**src/rtl/gpio_irq_pkg.sv**
```systemverilog
package gpio_irq_pkg;

    typedef enum logic [3:0] {
        TRIG_NONE = 4'h0,
        TRIG_LOW  = 4'h8,
        TRIG_RISE = 4'h9,
        TRIG_FALL = 4'hA,
        TRIG_BOTH = 4'hB,
        TRIG_HIGH = 4'hC
    } trig_e;

    // Decides whether one pin meets its programmed condition this cycle.
    function automatic logic trig_match(logic [3:0] code, logic cur, logic prev);
        logic m;
        case (code)
            TRIG_LOW:  m = !cur;
            TRIG_HIGH: m = cur;
            TRIG_RISE: m = cur && !prev;
            TRIG_FALL: m = !cur && prev;
            TRIG_BOTH: m = cur ^ prev;
            default:   m = 1'b0;
        endcase
        return m;
    endfunction

endpackage

```
**src/rtl/gpio_irq_cfg.sv**
```systemverilog
module gpio_irq_cfg #(
    parameter int NPINS  = 32,
    parameter int CODE_W = 4,
    localparam int PIN_W = $clog2(NPINS)
) (
    input  logic                         clk,
    input  logic                         rst_n,
    input  logic                         cfg_we,
    input  logic [PIN_W-1:0]             cfg_idx,
    input  logic [CODE_W-1:0]            cfg_code,
    output logic [NPINS-1:0][CODE_W-1:0] codes
);

    typedef struct packed {
        logic [NPINS-1:0][CODE_W-1:0] code;
    } cfg_state_t;

    cfg_state_t s_d, s_q;

    always_comb begin
        s_d = s_q;
        if (cfg_we) begin
            s_d.code[cfg_idx] = cfg_code;
        end
    end

    always_ff @(posedge clk or negedge rst_n) begin
        if (!rst_n) begin
            s_q <= '0;
        end else begin
            s_q <= s_d;
        end
    end

    assign codes = s_q.code;

    // a control write lands in the addressed pin's code
    assert_cfg_write_R2: assert property (@(posedge clk) disable iff (!rst_n)
        cfg_we |=> (s_q.code[$past(cfg_idx)] == $past(cfg_code)));

endmodule

```
**src/rtl/gpio_irq_detect.sv**
```systemverilog
module gpio_irq_detect
    import gpio_irq_pkg::*;
#(
    parameter int NPINS  = 32,
    parameter int CODE_W = 4
) (
    input  logic                         clk,
    input  logic                         rst_n,
    input  logic [NPINS-1:0]             pin_in,
    input  logic [NPINS-1:0][CODE_W-1:0] codes,
    output logic [NPINS-1:0]             hit
);

    typedef struct packed {
        logic [NPINS-1:0] prev;
    } det_state_t;

    det_state_t s_d, s_q;

    always_comb begin
        s_d      = s_q;
        s_d.prev = pin_in;
    end

    always_ff @(posedge clk or negedge rst_n) begin
        if (!rst_n) begin
            s_q <= '0;
        end else begin
            s_q <= s_d;
        end
    end

    for (genvar g = 0; g < NPINS; g++) begin : g_pin
        assign hit[g] = trig_match(4'(codes[g]), pin_in[g], s_q.prev[g]);

        // an unknown or off code never reports a match
        assert_off_code_silent_R3: assert property (@(posedge clk) disable iff (!rst_n)
            !(codes[g] inside {4'h8, 4'h9, 4'hA, 4'hB, 4'hC}) |-> !hit[g]);

        // a rising-edge match needs the pin low at the previous edge
        assert_rise_needs_low_R6: assert property (@(posedge clk) disable iff (!rst_n)
            (hit[g] && codes[g] == 4'h9) |-> (pin_in[g] && !s_q.prev[g]));
    end

endmodule

```
**src/rtl/gpio_irq_status.sv**
```systemverilog
module gpio_irq_status #(
    parameter int NPINS = 32
) (
    input  logic             clk,
    input  logic             rst_n,
    input  logic [NPINS-1:0] hit,
    input  logic [NPINS-1:0] clr,
    output logic [NPINS-1:0] flags,
    output logic             irq
);

    typedef struct packed {
        logic [NPINS-1:0] flag;
        logic             irq;
    } st_state_t;

    st_state_t s_d, s_q;

    always_comb begin
        s_d      = s_q;
        s_d.flag = (s_q.flag & ~clr) | hit;
        s_d.irq  = |s_q.flag;
    end

    always_ff @(posedge clk or negedge rst_n) begin
        if (!rst_n) begin
            s_q <= '0;
        end else begin
            s_q <= s_d;
        end
    end

    assign flags = s_q.flag;
    assign irq   = s_q.irq;

    // a match always leaves its flag set, even under a clear
    assert_match_wins_R10: assert property (@(posedge clk) disable iff (!rst_n)
        1'b1 |=> ((~s_q.flag & $past(hit)) == '0));

    // a flag only rises on a match
    assert_flag_needs_match_R9: assert property (@(posedge clk) disable iff (!rst_n)
        1'b1 |=> ((s_q.flag & ~$past(s_q.flag) & ~$past(hit)) == '0));

    // a cleared bit without a match is low afterwards
    assert_clear_takes_R9: assert property (@(posedge clk) disable iff (!rst_n)
        1'b1 |=> ((s_q.flag & $past(clr & ~hit)) == '0));

    // request line trails the flag word by one cycle
    assert_irq_latency_R11: assert property (@(posedge clk) disable iff (!rst_n)
        1'b1 |=> (s_q.irq == |$past(s_q.flag)));

endmodule

```
**src/rtl/gpio_irq_detector.sv**
```systemverilog
module gpio_irq_detector #(
    parameter int NPINS      = 32,
    parameter int ADDR_W     = 8,
    parameter int DATA_W     = 32,
    parameter int CODE_W     = 4,
    parameter int CODE_LSB   = 16,
    parameter int STATUS_OFS = 'hA0
) (
    input  logic              clk,
    input  logic              rst_n,
    input  logic [NPINS-1:0]  pin_in,
    input  logic              bus_we,
    input  logic [ADDR_W-1:0] bus_addr,
    input  logic [DATA_W-1:0] bus_wdata,
    output logic [DATA_W-1:0] bus_rdata,
    output logic              irq_out
);

    localparam int PIN_W = $clog2(NPINS);
    localparam logic [ADDR_W:0]   CFG_SPAN   = (ADDR_W + 1)'(NPINS * 4);
    localparam logic [ADDR_W-1:0] STATUS_ADR = ADDR_W'(STATUS_OFS);

    logic                         sel_cfg;
    logic                         sel_status;
    logic [PIN_W-1:0]             pin_idx;
    logic [NPINS-1:0][CODE_W-1:0] codes;
    logic [NPINS-1:0]             hit;
    logic [NPINS-1:0]             clr;
    logic [NPINS-1:0]             flags;

    assign sel_cfg    = (bus_addr[1:0] == 2'b00) && ({1'b0, bus_addr} < CFG_SPAN);
    assign sel_status = (bus_addr == STATUS_ADR);
    assign pin_idx    = bus_addr[2 +: PIN_W];
    assign clr        = (bus_we && sel_status) ? bus_wdata[NPINS-1:0] : '0;

    gpio_irq_cfg #(
        .NPINS  (NPINS),
        .CODE_W (CODE_W)
    ) u_cfg (
        .clk      (clk),
        .rst_n    (rst_n),
        .cfg_we   (bus_we && sel_cfg),
        .cfg_idx  (pin_idx),
        .cfg_code (bus_wdata[CODE_LSB +: CODE_W]),
        .codes    (codes)
    );

    gpio_irq_detect #(
        .NPINS  (NPINS),
        .CODE_W (CODE_W)
    ) u_detect (
        .clk    (clk),
        .rst_n  (rst_n),
        .pin_in (pin_in),
        .codes  (codes),
        .hit    (hit)
    );

    gpio_irq_status #(
        .NPINS (NPINS)
    ) u_status (
        .clk   (clk),
        .rst_n (rst_n),
        .hit   (hit),
        .clr   (clr),
        .flags (flags),
        .irq   (irq_out)
    );

    always_comb begin
        bus_rdata = '0;
        if (sel_cfg) begin
            bus_rdata[CODE_LSB +: CODE_W] = codes[pin_idx];
        end else if (sel_status) begin
            bus_rdata[NPINS-1:0] = flags;
        end
    end

    // request line is low while nothing is pending after reset
    assert_quiet_after_reset_R1: assert property (@(posedge clk) disable iff (!rst_n)
        $rose(rst_n) |-> !irq_out);

endmodule

```
**config.mk**
```make
export PLATFORM = sky130hd
export DESIGN_NAME = gpio_irq_detector
export DESIGN_NICKNAME = d
export VERILOG_FILES = /design/src/rtl/gpio_irq_pkg.sv /design/src/rtl/gpio_irq_cfg.sv /design/src/rtl/gpio_irq_detect.sv /design/src/rtl/gpio_irq_status.sv /design/src/rtl/gpio_irq_detector.sv
export SDC_FILE = /design/constraint.sdc
export NUM_CORES = 1
export LEC_CHECK = 0
export BUFFER_PORTS_ARGS = -buffer_cell sky130_fd_sc_hd__buf_4
export CAP_MARGIN = 15
export CORE_ASPECT_RATIO = 0.5
export CORE_MARGIN = 8
export CORE_UTILIZATION = 35
export DETAILED_ROUTE_END_ITERATION = 12
export PLACE_DENSITY = 0.59
export SETUP_SLACK_MARGIN = 0.02
export SLEW_MARGIN = 20
export SYNTH_ARGS = -nofsm -noshare
export SYNTH_HDL_FRONTEND = slang
export SYNTH_SLANG_ARGS = --single-unit
```
**constraint.sdc**
```tcl
create_clock -name clk -period 2 [get_ports clk]
set_clock_uncertainty 0.2 [all_clocks]
set_input_delay 0.2 -clock clk [delete_from_list [all_inputs] [get_ports clk]]
set_output_delay 0.2 -clock clk [all_outputs]
set_load 0.02 [all_outputs]
```
# Word level (Yosys, flattened, before mapping)
# Index checks and enable logic that the tools add are counted.
# op_classes
n_reduce_logical	134
bitwise_logic	35
muxes	42
magnitude_cmp	3
eq_ne	161
# op_table
op	n
4-bit equality test, second input constant	160
1-bit case mux with 5 select lines	32
128-bit bitwise mux	1
1-bit logical AND	68
1-bit logical NOT	64
32-bit two-way mux	2
32-bit bitwise AND	1
32-bit inverter	1
32-bit OR	1
32-bit OR reduction	1
1-bit bitwise XOR	32
4-bit binary-select mux with 5-bit select	1
4-bit demux with 5-bit select	1
16-bit two-way mux	1
12-bit two-way mux	1
4-bit two-way mux	3
8-bit equality test, second input constant	1
8-bit < comparator, second input constant	1
5-bit by 6-bit < comparator with 1-bit output, second input constant	1
5-bit by 1-bit >= comparator with 1-bit output, second input constant	1
2-bit logical NOT	1
# word_totals
register_bits	193
wordCells	410
inputBits	75

# Depth between registers and ports, before layout
# depth
ltp_word	6
depth_mapped	8

# By module
# Synthesis repeated with hierarchy kept, for this count alone.
# unflattened
cells_unflattened	1069
hier_area_um2	11517.3
# by_module_without_submodules
module	n_inst	area_each_um2	cells_per_inst
gpio_irq_cfg	1	4971.0	316
gpio_irq_detect	1	3651.0	454
gpio_irq_detector	1	1632.8	191
gpio_irq_status	1	1262.5	108

# Worst setup path before layout
# OpenSTA, ideal clock, no wires.
# synth_path
kind	input port to output port
startpoint	input port bus_addr[3]
endpoint	output port bus_rdata[17]
cell_stages	8
slack_ns	-0.014
t_required_ns	1.600
arrival_ns	1.614
path_cell_list	buf_2 > buf_4 > buf_2 > mux2i_1 > o22ai_1 > nor4_1 > nand2_1 > a22o_1
# synth_via
elab_chain_cells	3
word_cells_on_any_way	7
# synth_rtl
element	line_no	source
start: declaration	gpio_irq_detector.sv:13	input logic [ADDR_W-1:0] bus_addr,
4-bit binary-select mux with 5-bit select, or another cell as far along	gpio_irq_detector.sv:73	bus_rdata[CODE_LSB +: CODE_W] = codes[pin_idx];
4-bit two-way mux (not written as such), or another cell as far along	gpio_irq_detector.sv:73	
4-bit two-way mux *	gpio_irq_detector.sv:72	if (sel_cfg) begin
end: declaration	gpio_irq_detector.sv:15	output logic [DATA_W-1:0] bus_rdata,
# Every way passes the cells marked *; elsewhere a longest branch is shown, timed or not. The select of a mux whose other input is x is not followed.

# Worst setup path in the final report
# layout_path
startpoint	register u_cfg.s_q (netlist bit u_cfg.codes[12])
endpoint	output port bus_rdata[16]
# layout_via
elab_chain_cells	3
# layout_rtl
element	line_no	source
start: declaration	gpio_irq_cfg.sv:18	cfg_state_t s_d, s_q;
start signal: assignment	gpio_irq_cfg.sv:29	s_q <= '0;
start signal: assignment	gpio_irq_cfg.sv:31	s_q <= s_d;
4-bit binary-select mux with 5-bit select	gpio_irq_detector.sv:73	
4-bit two-way mux (not written as such)	gpio_irq_detector.sv:73	
4-bit two-way mux	gpio_irq_detector.sv:72	
# No other way between the ends. The select of a mux whose other input is x is not followed.

==> results by group <==
Status
  • Status: finished, violations left
  • Failing checks: setup timing

Floorplan
  • Die width: 266 um
  • Row count: 45
  • Die area: 37,400 sq um
  • Starting Density: 35.7%
  • I/O pin cnt: 108
  • Core region area: 30,500 sq um
  • Chip Height: 141 um

Pwr
  • Switching Fraction: 29.0%
  • Power Density: 662 nW/um^2
  • Clk network pwr share: 34.0%
  • IR drop worst, VDD: 0.000557 V
  • Pwr Total: 9.81 mW
  • Net Sw Power: 2.85 mW
  • Leak Pwr: 7.18 nW
  • Combinational Power Share: 17.2%
  • Sequential power share: 48.8%
  • Int Pwr: 6.97 mW

STA
  • Slew Limit Fails: 0
  • Final hold violation count: 0
  • Worst-margin pin slew: 0.490 ns
  • RSZ-0062 raised after global routing: yes
  • Slew margin rel.: 67.0%
  • Fmax: 416 MHz
  • Fin crit period: 2.40 ns
  • Period utilization: 120%
  • Final setup TNS: -1.54 ns
  • Setup Viol. Count Final: 4
  • Final Worst Setup Slack: -0.404 ns

Worst setup path
  • WP data arrival: 2.00 ns
  • Startpoint Class: flop
  • WS Path Type: reg2out
  • Critical Path End Type: primary output
  • Critical Path RT: 1.60 ns
  • Max Fanout on Critical Path: 2

CTS
  • CTS tree: done
  • CTS root buf: clkbuf_16
  • Clock sink count: 193
  • H-tree Lvls: 4
  • Clk slew on worst S/H paths: 0.07 ns
  • Total CTS buffers: 17
  • Worst skew pair latency: 0.45 ns
  • Clk buf depth: 2

Synthesis
  • Yosys reg bits: 193
  • Synth cell types: 42
  • Post-Synthesis Cells: 1,022
  • EDFF count, synth: 0
  • Cell taking the most area after synthesis: dfrtp_1
  • Asr flop ratio synth: 100%
  • Post-Syn Area: 10,900 sq um
  • Syn_nets: 1,161
  • Yosys top cell area share: 44.3%
  • Mean post-synth cell area: 10.7 sq um
  • Top FF cell, synth: dfrtp_1
  • Top cells by area, synth: dfrtp_1 (44%), mux2_2 (13%), ha_1 (7.3%), mux2i_1 (5.9%), nand2_1 (5.5%)
  • Synth top cells by count: dfrtp_1 (193), nand2_1 (159), mux2_2 (125)
  • Synth Warn #: 0
  • Most common cell in the netlist: dfrtp_1
  • Post-synthesis sequential area ratio: 44.3%

Cells and area
  • Fill cells: 2,771
  • Final instance area: 14,800 sq um
  • Area growth, synth to finish: 36.0%
  • Diodes inserted: 0
  • Final layout net count: 1,462
  • Finished Core Util: 48.6%
  • Fraction of layout cells with a size suffix above 1: 38.6%

Route
  • Met2 WL: 16,900 um
  • Post-route ant nets: 0
  • Drt pass-1 iters: 5
  • Max layer used: met4
  • DRT iter0 DRCs: 573
  • # DRC: 0
  • Vias: 9,154
  • Final wirelength: 36,500 um
  • Met3 wire length: 1490 um
  • Vias per std cell: 5.21
  • Post-DR wirelength/cell: 20.7 um
  • Met1 wire length: 17,200 um

GRT
  • Congestion Overflow GR: 0
  • Initial antenna violation count: 0
  • Total track usage: 19.1%
  • Vias in the first global route: 9,493
  • First-pass GRT wire length: 54,800 um
  • Largest net degree at the start of global routing: 50

Place
  • Placed Area: 13,200 sq um
  • Placer Congestion: 0.853
  • Port Buffers: 107
  • Final HPWL DP: 26,800 um
  • Pre-CTS worst setup slack: -0.394 ns

Worst hold path
  • Hold crit path type: in2reg

Run
  • Max Cap Viol: 0
[cell families (layout without fill, tap and decap cells)]
group           after synthesis  in the layout  synth area share [%]
simple gates                309            309                  16.0
fa+ha+maj                    64             64                  7.34
flops                       193            193                  44.3
mux                         192            192                  19.1
compound gates              164            164                  9.13
buf+inv                     100            413                  4.20
[registers in the layout, indices dropped and copies added, names as in the netlist]
name,cells
u_status.flags,32
u_status.irq,1
u_detect.s_q,32
u_cfg.codes,128
[placed cells by master (no fill, tap or decap), types with 7 or more instances in the layout]
master / count
nand2_1: 159
nor4b_1: 32
dfrtp_2: 8
mux2_2: 125
and2_1: 11
buf_6: 28
and2_4: 17
dlygate4sd3_1: 61
or2_2: 33
a21oi_1: 32
a221oi_1: 32
o21ai_0: 63
mux2i_1: 54
dfrtp_1: 185
o22ai_1: 26
nor4_1: 9
clkbuf_16: 19
nor4_2: 7
inv_1: 64
buf_4: 216
buf_12: 10
ha_1: 64
[timing repair]
item | CTS | global route
cloned | 0 | 3
hold buffers | 61 | 0
pin swaps | 13 | 13
resized for setup | 28 | 64
hold endpoints to repair | 253 | 0
endpoints found under the setup margin | 32 | 34
buffers inserted | 3 | 6
[final timing paths]
path | startpoint | to | slack, ns | cells past startpoint
worst max-delay path | u_cfg.codes[12] | bus_rdata[16] | -0.40 | 6
worst min-delay path | bus_wdata[18] | u_status.flags[18] | 0.04 | 4
worst max register to register | u_status.flags[3] | u_status.irq | 0.06 | 3
worst min register to register | u_status.flags[23] | u_status.flags[23] | 0.29 | 2
max in group asynchronous | rst_n | u_cfg.codes[102] | 0.90 | 3
min in group asynchronous | rst_n | u_status.flags[2] | 0.05 | 2
[layout make-up]
cell class                      instances  area (sq um)  share of cell area, %
Inverter                               64           240                   1.62
Timing Repair Buffer                  318          2810                   19.0
Clock buffer                           22           474                   3.20
Tap cell                              423           529                   3.57
Clock inverter                          9          83.8                  0.565
Multi-Input combinational cell        729          5860                   39.5
Sequential cell                       193          4840                   32.6
[critical path, cell delays in order, from the launching register on]
cell	delay (ns)
dfrtp_1	0.43
mux2i_2	0.25
o22ai_2	0.12
nor4_2	0.30
nand2_1	0.08
a22o_1	0.24
buf_6	0.14
[stage by stage]
step / hold slack [ns] / instances
floorplan: -0.296 / 1022
global placement: -0.0199 / 1654
detailed placement: -0.0168 / 1654
CTS: 0.0257 / 1749
global route: 0.0693 / 1758
finish: 0.0415 / 1758
[routing by layer]
metal  global-route usage, %  vias to the layer above
met3                    3.77                       41
met2                    30.5                      202
met1                    25.7                     4639
met5                       0                        -
met4                    6.28                        0
li1                        -                     4272
[power groups by stage]
stage          logic [mW]  registers, mW  clock network (mW)
2_1_floorplan       0.762           4.64                   0
4_1_cts              1.66           4.77                3.41
5_1_grt              1.86           4.83                3.56
3_3_place_gp         1.46           4.84                   0
6_report             1.68           4.79                3.34
3_5_place_dp         1.53           4.84                   0
Note: power is estimated with default switching activity, not from simulation.
